`config.mk`:
```
export PLATFORM = sky130hd
export DESIGN_NAME = flash_read_seq
export DESIGN_NICKNAME = d
export VERILOG_FILES = /design/src/rtl/frs_pkg.sv /design/src/rtl/frs_lane_plan.sv /design/src/rtl/frs_sck_gen.sv /design/src/rtl/frs_regs.sv /design/src/rtl/frs_sequencer.sv /design/src/rtl/flash_read_seq.sv
export SDC_FILE = /design/constraint.sdc
export NUM_CORES = 1
export LEC_CHECK = 0
export ABC_CLOCK_PERIOD_IN_PS = 11500
export BUFFER_PORTS_ARGS = -buffer_cell sky130_fd_sc_hd__buf_2
export CAP_MARGIN = 20
export CORE_ASPECT_RATIO = 1.75
export CORE_MARGIN = 8
export CORE_UTILIZATION = 65
export CTS_CLUSTER_DIAMETER = 100
export CTS_CLUSTER_SIZE = 10
export DETAILED_ROUTE_END_ITERATION = 12
export MAX_ROUTING_LAYER = met4
export PLACE_DENSITY = 0.94
export SETUP_SLACK_MARGIN = 0.1
export SLEW_MARGIN = 10
export SYNTH_ARGS = -nofsm -noshare
export SYNTH_HDL_FRONTEND = slang
export SYNTH_SLANG_ARGS = --single-unit
```
`constraint.sdc`:
```
create_clock -name clk -period 11.5 [get_ports clk]
set_clock_uncertainty 0.1 [all_clocks]
set_input_delay 2.875 -clock clk [delete_from_list [all_inputs] [get_ports clk]]
set_output_delay 2.875 -clock clk [all_outputs]
set_load 0.01 [all_outputs]
```
`src/rtl/frs_pkg.sv`:
```
package frs_pkg;
  localparam int unsigned RA_W    = 4;
  localparam int unsigned OP_W    = 8;
  localparam int unsigned ADDR_W  = 32;
  localparam int unsigned TX_W    = OP_W + ADDR_W;
  localparam int unsigned CLK_W   = 6;
  localparam int unsigned ABYTES  = ADDR_W / 8;

  localparam logic [RA_W-1:0] RA_CTRL  = 4'h0;
  localparam logic [RA_W-1:0] RA_MODE  = 4'h1;
  localparam logic [RA_W-1:0] RA_OPT   = 4'h2;
  localparam logic [RA_W-1:0] RA_OPD   = 4'h3;
  localparam logic [RA_W-1:0] RA_OPQ   = 4'h4;
  localparam logic [RA_W-1:0] RA_ADR0  = 4'h8;
  localparam logic [RA_W-1:0] RA_RDATA = 4'hC;

  localparam logic [OP_W-1:0] OP_SLOW = 8'h03;
  localparam logic [OP_W-1:0] OP_FAST = 8'h0B;

  typedef enum logic [1:0] {LN_1 = 2'd0, LN_2 = 2'd1, LN_4 = 2'd2} lane_e;

  typedef enum logic [2:0] {
    ST_IDLE, ST_CMD, ST_ADDR, ST_DUMMY, ST_DATA, ST_FINISH
  } seq_e;

  typedef struct packed {
    lane_e           a_lane;
    lane_e           d_lane;
    logic [3:0]      dummy;
    logic [OP_W-1:0] opcode;
    logic            wide_addr;
  } plan_t;

  function automatic logic [2:0] lane_bits(lane_e l);
    case (l)
      LN_1:    return 3'd1;
      LN_2:    return 3'd2;
      default: return 3'd4;
    endcase
  endfunction
endpackage

```
`src/rtl/frs_lane_plan.sv`:
```
module frs_lane_plan
  import frs_pkg::*;
(
  input  logic [4:0]      mode,
  input  logic            fast,
  input  logic [OP_W-1:0] op_dual,
  input  logic [OP_W-1:0] op_quad,
  output plan_t           plan
);
  always_comb begin
    plan           = '0;
    plan.wide_addr = mode[4];
    if (mode[2]) begin
      plan.d_lane = LN_4;
      plan.a_lane = mode[3] ? LN_4 : LN_1;
      plan.opcode = op_quad;
    end else if (mode[0]) begin
      plan.d_lane = LN_2;
      plan.a_lane = mode[1] ? LN_2 : LN_1;
      plan.opcode = op_dual;
    end else begin
      plan.d_lane = LN_1;
      plan.a_lane = LN_1;
      plan.opcode = fast ? OP_FAST : OP_SLOW;
    end
    if (plan.d_lane == LN_1) begin
      plan.dummy = fast ? 4'd8 : 4'd0;
    end else begin
      case (plan.a_lane)
        LN_1:    plan.dummy = 4'd8;
        LN_2:    plan.dummy = 4'd4;
        default: plan.dummy = 4'd6;
      endcase
    end
  end
endmodule

```
`src/rtl/frs_sck_gen.sv`:
```
module frs_sck_gen #(
  parameter int unsigned SCK_HALF = 2
) (
  input  logic clk,
  input  logic rst_n,
  input  logic run,
  output logic sck,
  output logic rise_evt,
  output logic fall_evt
);
  localparam int unsigned CW = (SCK_HALF > 1) ? $clog2(SCK_HALF) : 1;

  logic [CW-1:0] cnt_q, cnt_d;
  logic          sck_q, sck_d;
  logic          tick;

  always_comb begin
    tick     = run && (cnt_q == CW'(SCK_HALF - 1));
    rise_evt = tick && !sck_q;
    fall_evt = tick && sck_q;
    if (!run) begin
      cnt_d = '0;
      sck_d = 1'b0;
    end else if (tick) begin
      cnt_d = '0;
      sck_d = !sck_q;
    end else begin
      cnt_d = cnt_q + CW'(1);
      sck_d = sck_q;
    end
  end

  always_ff @(posedge clk or negedge rst_n) begin
    if (!rst_n) begin
      cnt_q <= '0;
      sck_q <= 1'b0;
    end else begin
      cnt_q <= cnt_d;
      sck_q <= sck_d;
    end
  end

  assign sck = sck_q;

  p_rise_high_r10: assert property (@(posedge clk) disable iff (!rst_n)
    rise_evt |=> sck_q);
  p_fall_low_r10: assert property (@(posedge clk) disable iff (!rst_n)
    fall_evt |=> !sck_q);
endmodule

```
`src/rtl/frs_regs.sv`:
```
module frs_regs
  import frs_pkg::*;
(
  input  logic              clk,
  input  logic              rst_n,
  input  logic              wen,
  input  logic [RA_W-1:0]   addr,
  input  logic [7:0]        wdata,
  output logic [7:0]        rdata,
  input  logic              done,
  input  logic [7:0]        rx_byte,
  output logic [4:0]        mode,
  output logic              fast,
  output logic [OP_W-1:0]   op_dual,
  output logic [OP_W-1:0]   op_quad,
  output logic [ADDR_W-1:0] addr_word,
  output logic              start
);
  logic            start_q;
  logic [4:0]      mode_q;
  logic            fast_q;
  logic [OP_W-1:0] opd_q, opq_q;
  logic [7:0]      rdata_q;
  logic [7:0]      adr_q [ABYTES];

  logic we_ctrl, we_mode, we_opt, we_opd, we_opq;
  assign we_ctrl = wen && (addr == RA_CTRL);
  assign we_mode = wen && (addr == RA_MODE);
  assign we_opt  = wen && (addr == RA_OPT);
  assign we_opd  = wen && (addr == RA_OPD);
  assign we_opq  = wen && (addr == RA_OPQ);

  always_ff @(posedge clk or negedge rst_n) begin
    if (!rst_n) begin
      start_q <= 1'b0;
    end else if (done) begin
      start_q <= 1'b0;
    end else if (we_ctrl && !start_q) begin
      start_q <= wdata[0];
    end
  end

  always_ff @(posedge clk or negedge rst_n) begin
    if (!rst_n) begin
      mode_q  <= '0;
      fast_q  <= 1'b0;
      opd_q   <= '0;
      opq_q   <= '0;
      rdata_q <= '0;
    end else begin
      if (we_mode) mode_q  <= wdata[4:0];
      if (we_opt)  fast_q  <= wdata[0];
      if (we_opd)  opd_q   <= wdata;
      if (we_opq)  opq_q   <= wdata;
      if (done)    rdata_q <= rx_byte;
    end
  end

  for (genvar b = 0; b < ABYTES; b++) begin : g_adr
    logic we_b;
    assign we_b = wen && (addr == RA_ADR0 + RA_W'(b));
    always_ff @(posedge clk or negedge rst_n) begin
      if (!rst_n) begin
        adr_q[b] <= '0;
      end else if (we_b) begin
        adr_q[b] <= wdata;
      end
    end
    assign addr_word[8*b +: 8] = adr_q[b];
  end

  always_comb begin
    rdata = '0;
    case (addr)
      RA_CTRL:  rdata = {7'd0, start_q};
      RA_MODE:  rdata = {3'd0, mode_q};
      RA_OPT:   rdata = {7'd0, fast_q};
      RA_OPD:   rdata = opd_q;
      RA_OPQ:   rdata = opq_q;
      RA_RDATA: rdata = rdata_q;
      default: begin
        for (int b = 0; b < ABYTES; b++) begin
          if (addr == RA_ADR0 + RA_W'(b)) rdata = adr_q[b];
        end
      end
    endcase
  end

  assign mode    = mode_q;
  assign fast    = fast_q;
  assign op_dual = opd_q;
  assign op_quad = opq_q;
  assign start   = start_q;

  p_start_clear_r8: assert property (@(posedge clk) disable iff (!rst_n)
    done |=> !start_q);
  p_rdata_on_done_r6: assert property (@(posedge clk) disable iff (!rst_n)
    !$stable(rdata_q) |-> $past(done));
endmodule

```
`src/rtl/frs_sequencer.sv`:
```
module frs_sequencer
  import frs_pkg::*;
(
  input  logic              clk,
  input  logic              rst_n,
  input  logic              start,
  input  plan_t             plan_in,
  input  logic [ADDR_W-1:0] addr_in,
  input  logic              rise_evt,
  input  logic              fall_evt,
  input  logic [3:0]        io_i,
  output logic              run,
  output logic              cs_n,
  output logic [3:0]        io_o,
  output logic [3:0]        io_oe,
  output logic              done,
  output logic [7:0]        rx_byte
);
  seq_e             state_q, state_d;
  logic [CLK_W-1:0] left_q, left_d;
  logic [TX_W-1:0]  tx_q, tx_d;
  logic [7:0]       rx_q, rx_d;
  plan_t            plan_q, plan_d;

  logic [CLK_W-1:0] addr_clks, data_clks;
  logic             last;

  assign addr_clks = (plan_q.wide_addr ? CLK_W'(32) : CLK_W'(24)) >> plan_q.a_lane;
  assign data_clks = CLK_W'(8) >> plan_q.d_lane;
  assign last      = (left_q == CLK_W'(1));

  always_comb begin
    state_d = state_q;
    left_d  = left_q;
    tx_d    = tx_q;
    rx_d    = rx_q;
    plan_d  = plan_q;
    case (state_q)
      ST_IDLE: begin
        if (start) begin
          state_d = ST_CMD;
          left_d  = CLK_W'(8);
          plan_d  = plan_in;
          rx_d    = '0;
          tx_d    = plan_in.wide_addr ? {plan_in.opcode, addr_in}
                                      : {plan_in.opcode, addr_in[23:0], 8'h00};
        end
      end
      ST_CMD: begin
        if (fall_evt) begin
          tx_d = tx_q << 1;
          if (last) begin
            state_d = ST_ADDR;
            left_d  = addr_clks;
          end else begin
            left_d = left_q - CLK_W'(1);
          end
        end
      end
      ST_ADDR: begin
        if (fall_evt) begin
          tx_d = tx_q << lane_bits(plan_q.a_lane);
          if (last) begin
            if (plan_q.dummy != 4'd0) begin
              state_d = ST_DUMMY;
              left_d  = CLK_W'(plan_q.dummy);
            end else begin
              state_d = ST_DATA;
              left_d  = data_clks;
            end
          end else begin
            left_d = left_q - CLK_W'(1);
          end
        end
      end
      ST_DUMMY: begin
        if (fall_evt) begin
          if (last) begin
            state_d = ST_DATA;
            left_d  = data_clks;
          end else begin
            left_d = left_q - CLK_W'(1);
          end
        end
      end
      ST_DATA: begin
        if (rise_evt) begin
          case (plan_q.d_lane)
            LN_1:    rx_d = {rx_q[6:0], io_i[1]};
            LN_2:    rx_d = {rx_q[5:0], io_i[1:0]};
            default: rx_d = {rx_q[3:0], io_i};
          endcase
        end
        if (fall_evt) begin
          if (last) state_d = ST_FINISH;
          else      left_d  = left_q - CLK_W'(1);
        end
      end
      ST_FINISH: state_d = ST_IDLE;
      default:   state_d = ST_IDLE;
    endcase
  end

  always_ff @(posedge clk or negedge rst_n) begin
    if (!rst_n) begin
      state_q <= ST_IDLE;
      left_q  <= '0;
      tx_q    <= '0;
      rx_q    <= '0;
      plan_q  <= '0;
    end else begin
      state_q <= state_d;
      left_q  <= left_d;
      tx_q    <= tx_d;
      rx_q    <= rx_d;
      plan_q  <= plan_d;
    end
  end

  always_comb begin
    io_o  = '0;
    io_oe = '0;
    case (state_q)
      ST_CMD: begin
        io_o[0] = tx_q[TX_W-1];
        io_oe   = 4'b0001;
      end
      ST_ADDR: begin
        case (plan_q.a_lane)
          LN_1: begin
            io_o[0] = tx_q[TX_W-1];
            io_oe   = 4'b0001;
          end
          LN_2: begin
            io_o[1:0] = tx_q[TX_W-1 -: 2];
            io_oe     = 4'b0011;
          end
          default: begin
            io_o  = tx_q[TX_W-1 -: 4];
            io_oe = 4'b1111;
          end
        endcase
      end
      default: ;
    endcase
  end

  assign run     = (state_q == ST_CMD) || (state_q == ST_ADDR) ||
                   (state_q == ST_DUMMY) || (state_q == ST_DATA);
  assign cs_n    = !run;
  assign done    = (state_q == ST_FINISH);
  assign rx_byte = rx_q;

  p_launch_drive_r3: assert property (@(posedge clk) disable iff (!rst_n)
    (state_q == ST_IDLE && start) |=> (!cs_n && io_oe == 4'b0001));
endmodule

```
`src/rtl/flash_read_seq.sv`:
```
module flash_read_seq
  import frs_pkg::*;
#(
  parameter int unsigned SCK_HALF = 2
) (
  input  logic       clk,
  input  logic       rst_n,
  input  logic       reg_wen,
  input  logic [3:0] reg_addr,
  input  logic [7:0] reg_wdata,
  output logic [7:0] reg_rdata,
  output logic       spi_sck,
  output logic       spi_cs_n,
  output logic [3:0] spi_io_o,
  output logic [3:0] spi_io_oe,
  input  logic [3:0] spi_io_i
);
  logic [1:0] rst_sync_q;
  logic       rst_int_n;

  always_ff @(posedge clk or negedge rst_n) begin
    if (!rst_n) rst_sync_q <= '0;
    else        rst_sync_q <= {rst_sync_q[0], 1'b1};
  end
  assign rst_int_n = rst_sync_q[1];

  logic [4:0]        mode;
  logic              fast, start, done, run, rise_evt, fall_evt;
  logic [OP_W-1:0]   op_dual, op_quad;
  logic [ADDR_W-1:0] addr_word;
  logic [7:0]        rx_byte;
  plan_t             plan;

  frs_regs u_regs (
    .clk(clk), .rst_n(rst_int_n), .wen(reg_wen), .addr(reg_addr),
    .wdata(reg_wdata), .rdata(reg_rdata), .done(done), .rx_byte(rx_byte),
    .mode(mode), .fast(fast), .op_dual(op_dual), .op_quad(op_quad),
    .addr_word(addr_word), .start(start)
  );

  frs_lane_plan u_plan (
    .mode(mode), .fast(fast), .op_dual(op_dual), .op_quad(op_quad), .plan(plan)
  );

  frs_sck_gen #(.SCK_HALF(SCK_HALF)) u_sck (
    .clk(clk), .rst_n(rst_int_n), .run(run), .sck(spi_sck),
    .rise_evt(rise_evt), .fall_evt(fall_evt)
  );

  frs_sequencer u_seq (
    .clk(clk), .rst_n(rst_int_n), .start(start), .plan_in(plan),
    .addr_in(addr_word), .rise_evt(rise_evt), .fall_evt(fall_evt),
    .io_i(spi_io_i), .run(run), .cs_n(spi_cs_n), .io_o(spi_io_o),
    .io_oe(spi_io_oe), .done(done), .rx_byte(rx_byte)
  );

  p_idle_sck_low_r10: assert property (@(posedge clk) disable iff (!rst_int_n)
    spi_cs_n |-> !spi_sck);
endmodule

```
---- Word level (Yosys, flattened, before mapping) ----
Cells that the tools add are included.
operators by class
  add/subtract/negate cells ............... 2
  equal/unequal tests ..................... 30
  shift operators ......................... 3
  multiplexer cells ....................... 63
  reduce and logical (&&, ||, !) cells .... 36
operator list
  kind                                                                    number
  40-bit two-way mux                                                      3
  40-bit one-hot mux with 3 select lines                                  1
  6-bit two-way mux                                                       11
  8-bit two-way mux                                                       8
  8-bit one-hot mux with 6 select lines                                   1
  40-bit by 3-bit left shift with 40-bit output                           1
  3-bit two-way mux                                                       13
  32-bit two-way mux                                                      1
  8-bit one-hot mux with 2 select lines                                   2
  6-bit one-hot mux with 5 select lines                                   1
  4-bit one-hot mux with 2 select lines                                   3
  4-bit equality test (second input constant)                             5
  4-bit two-way mux                                                       5
  3-bit one-hot mux with 5 select lines                                   1
  2-bit != test (second input constant)                                   7
  1-bit logical AND                                                       13
  2-bit by 1-bit != test with 1-bit output (second input constant)        5
  9-bit AND reduction                                                     1
  4-bit by 2-bit equality test with 1-bit output (second input constant)  2
  2-bit zero test                                                         4
  1-bit two-way mux                                                       7
  7-bit AND reduction                                                     1
  2-bit by 1-bit equality test with 1-bit output (second input constant)  3
  3-bit by 2-bit equality test with 1-bit output (second input constant)  2
  other kinds (24)                                                        33
word-level totals
  register bits ........................... 133
  input port bits ......................... 19
  output and inout port bits .............. 18
  word-level logic and storage cells ...... 155

---- Longest topological paths before layout ----
Gate-level depths: netlist of the first run.
  depth in word-level cells ............... 11
  depth in mapped cells ................... 8
  depth with buffers taken out ............ 7

---- Cells and area by module ----
From an unflattened synthesis of the first run, not the netlist that was laid out.
unflattened totals
  cells, all modules ...................... 832
  area, all modules ....................... 8135.3 um2
by module, submodules not included
  module          instances  cells each  area each (um2)  sequential area each (um2)
  frs_sequencer   1          574         4749.6           1651.6
  frs_regs        1          222         3057.9           1576.5
  frs_lane_plan   1          25          185.2            0.0
  frs_sck_gen     1          8           88.8             50.0
  flash_read_seq  1          3           53.8             50.0

---- Worst setup path after synthesis of the first run ----
OpenSTA, ideal clock, no wires.
  kind .................................... input -> output
  start point ............................. input port reg_addr[1]
  end point ............................... output port reg_rdata[7]
  data arrival time ....................... 4290 ps
  required time ........................... 8525 ps
  path slack .............................. 4235 ps
  stages .................................. 7
  path buffers ............................ 3
  cell sequence ........................... clkbuf_1 > clkbuf_1 > clkbuf_1 > a21oi_1 > o21ai_0 > nor2_1 > a211oi_1
on the way
  longest elaborated chain between the ends .. 6
  elaborated cells on any way between the ends .. 15
  those cells by class .................... eq/ne: 9; mux: 5; reduce/logical: 1
ends and longest elaborated chain
  what                                     RTL line              RTL
  start, declared                          flash_read_seq.sv:9   input logic [3:0] reg_addr,
  4-bit equality test                      frs_regs.sv:83        if (addr == RA_ADR0 + RA_W'(b)) rdata = adr_q[b];
  8-bit two-way mux (4 in series)          frs_regs.sv:83
  8-bit one-hot mux with 6 select lines *  frs_regs.sv:74        case (addr)
  end, declared                            flash_read_seq.sv:11  output logic [7:0] reg_rdata,
Every way passes the cells marked *; elsewhere a longest branch is shown, timed or not.

---- Worst setup path in the final report of the first run ----
Ends and elaborated chain as after synthesis.

==> results of run 1 <==
==> layer usage <==
metal	wire length [microns]	GRT usage [%]	vias to the layer above
met5	0	-	-
met3	1430	5.29	144
met4	1750	23.5	0
li1	-	-	3000
met2	11500	50.7	444
met1	7940	31.4	3353
==> per-stage QoR <==
stage	area [sq um]	instances
2_1_floorplan	7780	805
3_3_place_gp	8000	928
3_5_place_dp	8000	928
4_1_cts	8620	960
5_1_grt	8630	961
6_report	8630	961
==> sequential cells by signal (all words and copies together), names as in the netlist <==
register and count:
u_seq.plan_q 7, u_sck.sck 1, u_regs.mode 5, u_seq.rx_byte 8
rst_sync_q 2, u_seq.state_q 3, u_seq.tx_q 40, u_sck.cnt_q 1
u_regs.op_dual 8, u_regs.fast 1, u_regs.addr_word 32, u_seq.left_q 6
u_regs.op_quad 8, u_regs.rdata_q 8, u_regs.start 1
==> cell type report <==
class | count | area (sq um) | share of cell area [%]
tap | 137 | 171 | 1.99
clock inverter | 13 | 173 | 2.00
timing repair buffer | 46 | 253 | 2.93
inverter | 16 | 60.1 | 0.696
sequential | 131 | 3280 | 38.0
clock buffer | 19 | 453 | 5.25
multi-input combinational | 599 | 4240 | 49.1
==> cells in the final DEF, fill, tap and decap left out, drive strengths merged, types with 4 or more instances in the layout <==
| cell type | synthesis | routed |
|---|---|---|
| buf | 18 | 46 |
| o32ai | 4 | 4 |
| a22oi | 11 | 11 |
| nor2b | 12 | 12 |
| nor3 | 13 | 13 |
| a211oi | 4 | 4 |
| ha | 4 | 4 |
| inv | 16 | 20 |
| nand2 | 100 | 100 |
| a21oi | 35 | 35 |
| a222oi | 4 | 4 |
| dfrtp | 131 | 131 |
| a22o | 5 | 5 |
| o21ai | 81 | 81 |
| a2bb2oi | 4 | 4 |
| o31ai | 12 | 12 |
| mux2i | 65 | 65 |
| o2bb2ai | 18 | 18 |
| nor3b | 6 | 6 |
| a221oi | 23 | 23 |
| nand2b | 9 | 9 |
| clkbuf | 41 | 19 |
| nand3 | 11 | 11 |
| nor2 | 51 | 51 |
| mux2 | 70 | 70 |
| o22ai | 10 | 10 |
| mux4 | 5 | 5 |
==> Yosys cell counts (12+ instances only) <==
master     count  area share, %
a21oi_1       35            2.3
a221oi_1      23            2.6
clkbuf_1      41            2.0
dfrtp_1      131             42
inv_1         15           0.72
mux2_2        70             10
mux2i_1       65            8.4
nand2_1      100            4.8
nor2_1        50            2.4
nor2b_1       12           0.96
o21ai_0       77            5.0
o2bb2ai_1     18            2.0
o31ai_1       12            1.2
==> path summary, 6_finish.rpt <==
check / depth (start not counted) / slack [ns] / end
setup reg to reg: 5 / 8.48 / u_seq.tx_q[34]
hold / removal: 0 / 0.25 / rst_sync_q[1]
hold reg to reg: 0 / 0.25 / rst_sync_q[1]
min in group asynchronous: 0 / 0.39 / u_seq.tx_q[12]
setup / recovery: 6 / 3.83 / reg_rdata[7]
max in group asynchronous: 1 / 9.08 / rst_sync_q[1]
==> report_power, final <==
part	leakage [nW]	internal [mW]	switching [mW]
Clock	0.299	0.356	0.220
Combinational	1.60	0.0900	0.0959
Sequential	1.66	0.507	0.0738
==> worst max-delay path: cells and delay by family <==
kind,cells,cell delay [ns]
and+or+nand+nor,2,0.68
AOI/OAI and AO/OA,2,0.66
buffers and inverters,2,0.46
==> logic make-up (layout without fill, tap and decap cells) <==
logic type	count (synthesis)	in the layout
adder cells (fa/ha/maj)	4	4
XOR/XNOR	3	3
AO/OA/AOI/OAI	238	238
AND/OR/NAND/NOR	213	213
multiplexers	140	140
flip-flops	131	131
buffers and inverters	75	94
other	1	1
==> qor.yml, run 1 <==
status: "finished clean"
clk_pin_slew_ns: 0.06
synthAdderAreaFrac_pct: 0.643
nets: 834
drt_iter0_drc: 708
synth_enable_flop_cells: 0
synth_top_family_by_area: "compound AO/OA/AOI/OAI gates"
vias: 6941
netlist_area_sq_um: 7780
clock.fmax_mhz: 130
crit_required_ns: 8.53
min_period_ns: 7.67
yosysWarnings: 0
hold_viol: 0
cts_resized: 0
async_flop_share_pct: 100
setup_viol: 0
cp_common_cell: "buf_2"
ys_ff_latch: 131
synth_compound_gate_area_share_pct: 20.6
slew_violations: 0
setup.worst_path.start: "reg_addr[1]"
grt_pass1_wl_microns: 36200
drive_gt1_share_pct: 20.6
peakVddDrop_mv: 0.147
period_share_pct: 66.7
worst_hold_slack_ns: 0.253
area_growth_pct: 10.9
antennaDiodeCount: 0
clock_path_buffers: 2
rows: 53
die_area_sq_um: 15900
tightestPinTransition_ns: 1.10
leakagePower_nw: 3.56
cts_root_buffer: "clkbuf_16"
place_congestion: 1.12
cts_sinks: 131
core_area_sq_um: 11900
firstDrtPassIters: 6
worst_r2r_startpoint: "u_seq.state_q[1]"
grt_pass1_vias: 6728
dpl.hpwl_microns: 14600
relSlewSlack_pct: 26.0
synth_mux_area_share_pct: 19.9
wl_per_cell_microns: 23.6
place_ws_ns: 3.88
grt_overflow: 0
drc_errors: 0
worst-path-max-fanout: 32
route.final.wire_length_microns: 22700
synth-xor-area-share_pct: 0.338
utilization_pct: 72.7
power_mw: 1.34
gr-usage-all-layers_pct: 30.5
synth_cell_types: 63
cap_viol_max_count: 0
grt_max_degree: 81
synth_ff_type: "dfrtp_1"
post_cts_buffers: 0
synth_nets: 828
fin_ws_ns: 3.83
cts.hold.buffers_added: 0
final_antenna_net_count: 0
worstPathCellList: "buf_2 > nor2_1 > nand3_1 > a2111o_1 > a211oi_1 > buf_2"
cp_slowest_cell: "nor2_1"
n_fill_cell: 788
hp-class: "reg2reg"
yosys.area_share.simple_pct: 12.5
io_pins: 37
crit_type: "in2out"
critPathArrivalTime_ns: 4.69
vias_per_cell: 7.22
port_buffers: 36
numCtsBuffers: 17
rsz0062_at_grt: "false"
finalSetupTns_ns: 0
tritoncts: "yes"
powerDensity_nw_per_um2: 156
insertion_delay_ns: 0.43
syn_inst: 805
dieWidth_microns: 98.7
cts.htree.levels: 4
cp-start-kind: "primary input"
avgSynthCellArea_sq_um: 9.67
synth-seq-area-share_pct: 42.1
start_util_pct: 65.6
min_from: "rst_sync_q[0]"
die_h_microns: 161
cp_slowest_stage_delay_ns: 0.53
antenna_found_initial: 0
endpoint_kind: "output port"
No activity file was read; power rests on OpenSTA's default activity.
==> inputs of run 2 (changes only) <==
Settings changed: ABC_CLOCK_PERIOD_IN_PS 11500 to 6600, CORE_UTILIZATION 65 to 56, PLACE_DENSITY 0.94 to 0.87.
Clock period 11.5 ns to 6.6 ns, I/O delays scaled along.
==> qor.yml, run 2 (same netlist as run 1, synthesis figures left out) <==
status: "finished clean"
firstDrtPassIters: 7
clk_pin_slew_ns: 0.06
whs_endpoint: "rst_sync_q[1]"
rows: 57
vias: 6626
worst_r2r_startpoint: "u_seq.state_q[2]"
reg2reg_to: "u_seq.left_q[4]"
io_pins: 37
clock.fmax_mhz: 193
drc_errors: 0
route.final.wire_length_microns: 21600
vias_per_cell: 6.63
layoutNonFillerInstCount: 1000
gr-usage-all-layers_pct: 25.3
mostFrequentLayoutCells: "dfrtp_1, nand2_1, o21ai_0, mux2_2, mux2i_1"
start_util_pct: 56.5
cp-start-kind: "primary input"
crit_required_ns: 4.85
n_fill_cell: 1086
tritoncts: "yes"
crit_type: "in2out"
nets: 834
r2r_cells: 4
tightestPinTransition_ns: 1.02
grt_max_degree: 81
area_growth_pct: 10.9
finalSetupTns_ns: 0
largest_reg_flops: 40
dieWidth_microns: 105
drive_gt1_share_pct: 20.4
insertion_delay_ns: 0.42
reg2reg_slack_ns: 3.51
worst-path-max-fanout: 32
cp_slowest_stage_delay_ns: 0.52
endpoint_kind: "output port"
dp.cells: 969
cap_viol_max_count: 0
drt_iter0_drc: 626
cts.hold.buffers_added: 0
min_from: "rst_sync_q[0]"
min_period_ns: 5.18
antennaDiodeCount: 0
post_cts_buffers: 0
grt_pass1_vias: 6573
period_share_pct: 78.6
peakVddDrop_mv: 0.242
place_congestion: 1.07
cts_sinks: 131
worstPathCellList: "buf_2 > nor2_1 > nand3_1 > a2111o_1 > a211oi_1 > buf_2"
final_common_cell: "dfrtp_1"
core_area_sq_um: 13800
hold_depth: 0
critPathArrivalTime_ns: 3.43
cp_common_cell: "buf_2"
grt_overflow: 0
die_area_sq_um: 18100
utilization_pct: 62.7
worst_hold_slack_ns: 0.254
seq_area_sq_um: 3280
setup_viol: 0
antenna_found_initial: 0
multiInputGateArea_sq_um: 4240
leakagePower_nw: 3.54
hp-class: "reg2reg"
cts_root_buffer: "clkbuf_16"
hold_viol: 0
top_register: "u_seq.tx_q"
cts_resized: 0
wl_per_cell_microns: 21.6
slew_violations: 0
cts.htree.levels: 4
rsz0062_at_grt: "false"
cp_slowest_cell: "nor2_1"
relSlewSlack_pct: 31.9
port_buffers: 36
powerDensity_nw_per_um2: 262
die_h_microns: 172
numCtsBuffers: 17
clock_path_buffers: 2
final_antenna_net_count: 0
grt_pass1_wl_microns: 34500
dpl.hpwl_microns: 14900
==> run 2: worst max-delay path: cells and delay by family <==
family,cells,cell delay [ns]
simple gates,2,0.66
compound gates,2,0.65
buf+inv,2,0.47
==> run 2: cell type report <==
type	instances	area share (%)
Tap cell	177	2.57
Clock inverter	12	1.54
Sequential cell	131	38.0
Multi-Input combinational cell	599	49.1
Inverter	16	0.696
Clock buffer	19	5.13
Timing Repair Buffer	46	2.96
==> run 2: through the flow <==
stage | instance area, sq um | power [mW] | setup slack [ns]
after floorplan | 7780 | 1.19 | 1.78
after global placement | 8060 | 1.32 | 1.42
after detailed placement | 8060 | 1.33 | 1.46
after CTS | 8630 | 2.26 | 1.45
after global routing | 8630 | 2.33 | 1.31
final | 8630 | 2.26 | 1.42
==> run 2: how the worst max path moves through the flow <==
stage	start	endpoint
after CTS	reg_addr[1]	reg_rdata[7]
after global routing	reg_addr[1]	reg_rdata[7]
after detailed placement	reg_addr[1]	reg_rdata[7]
after global placement	reg_addr[1]	reg_rdata[7]
after floorplan	reg_addr[1]	reg_rdata[7]
final	reg_addr[1]	reg_rdata[7]
==> run 2: per-layer routing <==
metal  wire length [microns]  track usage (%)  vias up
li1                        -                -     3001
met1                    7600             25.1     3190
met2                   11100             42.8      316
met3                    1070             4.48      119
met4                    1790             21.0        0
met5                       0                -        -
==> run 2: where the power goes <==
| part | total, mW | switching, mW | internal [mW] |
|---|---|---|---|
| registers | 1.01 | 0.126 | 0.884 |
| clock network | 0.932 | 0.368 | 0.564 |
| logic | 0.317 | 0.160 | 0.157 |
| total | 2.26 | 0.655 | 1.60 |
==> inputs of run 3 (changes only) <==
Settings changed: ABC_AREA from default to 1, ABC_CLOCK_PERIOD_IN_PS 6600 to 5000, CORE_UTILIZATION 56 to 62, PLACE_DENSITY 0.87 to 0.9.
Clock period 6.6 ns to 5 ns, I/O delays scaled along.
==> qor.yml, run 3 <==
route.final.wire_length_microns: 23200
worst_r2r_startpoint: "u_seq.plan_q[10]"
top_register: "u_seq.tx_q"
io_pins: 37
place_congestion: 0.976
dpl.hpwl_microns: 15900
n_fill_cell: 1031
drive_gt1_share_pct: 9.26
synth-seq-area-share_pct: 42.7
core_area_sq_um: 12300
worst-path-max-fanout: 8
setup_viol: 0
post-synth-top-count-cell: "nand2_1"
yosys-top-cells-area: "dfrtp_1, nand2_1, o21ai_0"
area_growth_pct: 11.5
cap_viol_max_count: 0
min_period_ns: 4.06
final_common_cell: "nand2_1"
synth_enable_flop_cells: 0
ys_ff_latch: 131
grt_overflow: 0
grt_max_degree: 78
rows: 54
cts.hold.buffers_added: 0
largest_reg_flops: 40
cts_sinks: 131
syn_inst: 1083
drc_errors: 0
power_mw: 2.90
nets: 1122
cts_root_buffer: "clkbuf_16"
avgSynthCellArea_sq_um: 7.08
wl_per_cell_microns: 18.1
relSlewSlack_pct: 42.9
antennaDiodeCount: 0
final_antenna_net_count: 0
finalSetupTns_ns: 0
clock.fmax_mhz: 246
synth_nets: 1106
dieWidth_microns: 100
cts.htree.levels: 4
peakVddDrop_mv: 0.281
yosysWarnings: 0
yosysTopAreaCell: "dfrtp_1"
die_area_sq_um: 16300
cp-start-kind: "primary input"
setup.worst_path.start: "reg_addr[0]"
clk_pin_slew_ns: 0.06
tritoncts: "yes"
tightestPinTransition_ns: 0.855
drt_iter0_drc: 840
status: "finished clean"
insertion_delay_ns: 0.43
slew_violations: 0
post_cts_buffers: 0
leakagePower_nw: 3.97
async_flop_share_pct: 100
netlist_top_cells_count: "nand2_1, o21ai_0, dfrtp_1"
hp-class: "reg2async"
mostFrequentLayoutCells: "nand2_1, o21ai_0, dfrtp_1, inv_1, nand3_1"
start_util_pct: 62.4
grt_pass1_wl_microns: 37300
netlist_area_sq_um: 7670
vias: 7852
crit_type: "in2out"
powerDensity_nw_per_um2: 339
critPathArrivalTime_ns: 2.71
synth_ff_type: "dfrtp_1"
endpoint_kind: "output port"
die_h_microns: 163
period_share_pct: 81.1
utilization_pct: 69.5
port_buffers: 36
crit_required_ns: 3.65
cts_resized: 0
clock_path_buffers: 2
grt_pass1_vias: 7330
firstDrtPassIters: 6
antenna_found_initial: 0
numCtsBuffers: 17
worst_hold_slack_ns: 0.133
synth_cell_types: 35
rsz0062_at_grt: "false"
gr-usage-all-layers_pct: 29.9
vias_per_cell: 6.13
hold_viol: 0
synth_top_cell_area_share_pct: 42.7
run 3: cell types whose count changed after synthesis, moves of 23 or more:
| cell | change |
|---|---|
| o21ai_0 | +65 |
| a221oi_1 | -23 |
| mux2i_1 | -65 |
| o211ai_1 | +24 |
| inv_1 | +87 |
| nand2_1 | +299 |
| nand3_1 | +43 |
| mux2_2 | -70 |
run 3: final cells by class:
class	count	area (sq um)	area share, %
Inverter	113	424	4.96
Clock inverter	14	201	2.36
Clock buffer	18	429	5.02
Timing Repair Buffer	45	268	3.13
Tap cell	168	210	2.46
Multi-Input combinational cell	791	3740	43.7
Sequential cell	131	3280	38.4
run 3: stage by stage:
step / cells / cell area [sq um] / setup slack (ns)
final: 1280 / 8550 / 0.943
after global routing: 1280 / 8550 / 0.719
after CTS: 1279 / 8520 / 0.938
after detailed placement: 1247 / 7890 / 0.980
after global placement: 1247 / 7890 / 0.946
after floorplan: 1083 / 7670 / 0.980
run 3: where the power goes:
group | switching (mW) | leakage, nW | total, mW | internal (mW)
Sequential | 0.100 | 1.70 | 1.25 | 1.15
Combinational | 0.203 | 1.97 | 0.296 | 0.0930
Clock | 0.510 | 0.302 | 1.35 | 0.842
run 3: worst max-delay path: stages:
cell      delay (ns)
buf_2           0.12
nor2_2          0.29
nand2_1         0.08
nor2_1          0.43
nand2_1         0.10
o211ai_1        0.11
a21oi_1         0.09
nand3_1         0.10
buf_2           0.13
run 3: worst paths after layout:
check,cells after the start,end,slack [ns]
worst max-delay path,9,reg_rdata[1],0.94
worst min register to register,0,u_regs.addr_word[5],0.13
max in group asynchronous,2,u_regs.mode[1],3.64
min in group clk,0,rst_sync_q[1],0.26
worst min-delay path,0,u_regs.addr_word[5],0.13
worst max register to register,7,u_seq.tx_q[35],2.23
run 3: logic make-up after synthesis:
| kind of cell | synth area share (%) |
|---|---|
| AOI/OAI and AO/OA | 19.3 |
| xor gates and xnor gates | 0.343 |
| adders and majority gates | 0.653 |
| buffers and inverters | 8.55 |
| DFF | 42.7 |
| other | 0.0489 |
| and+or+nand+nor | 28.4 |
run 3: routing by layer:
layer  wire length (microns)  up-vias  GRT usage, %
met1                    8640     3616          34.2
li1                        -     3619             -
met2                   11400      511          49.1
met3                    1920      106          4.74
met4                    1220        0          15.8
met5                       0        -             -
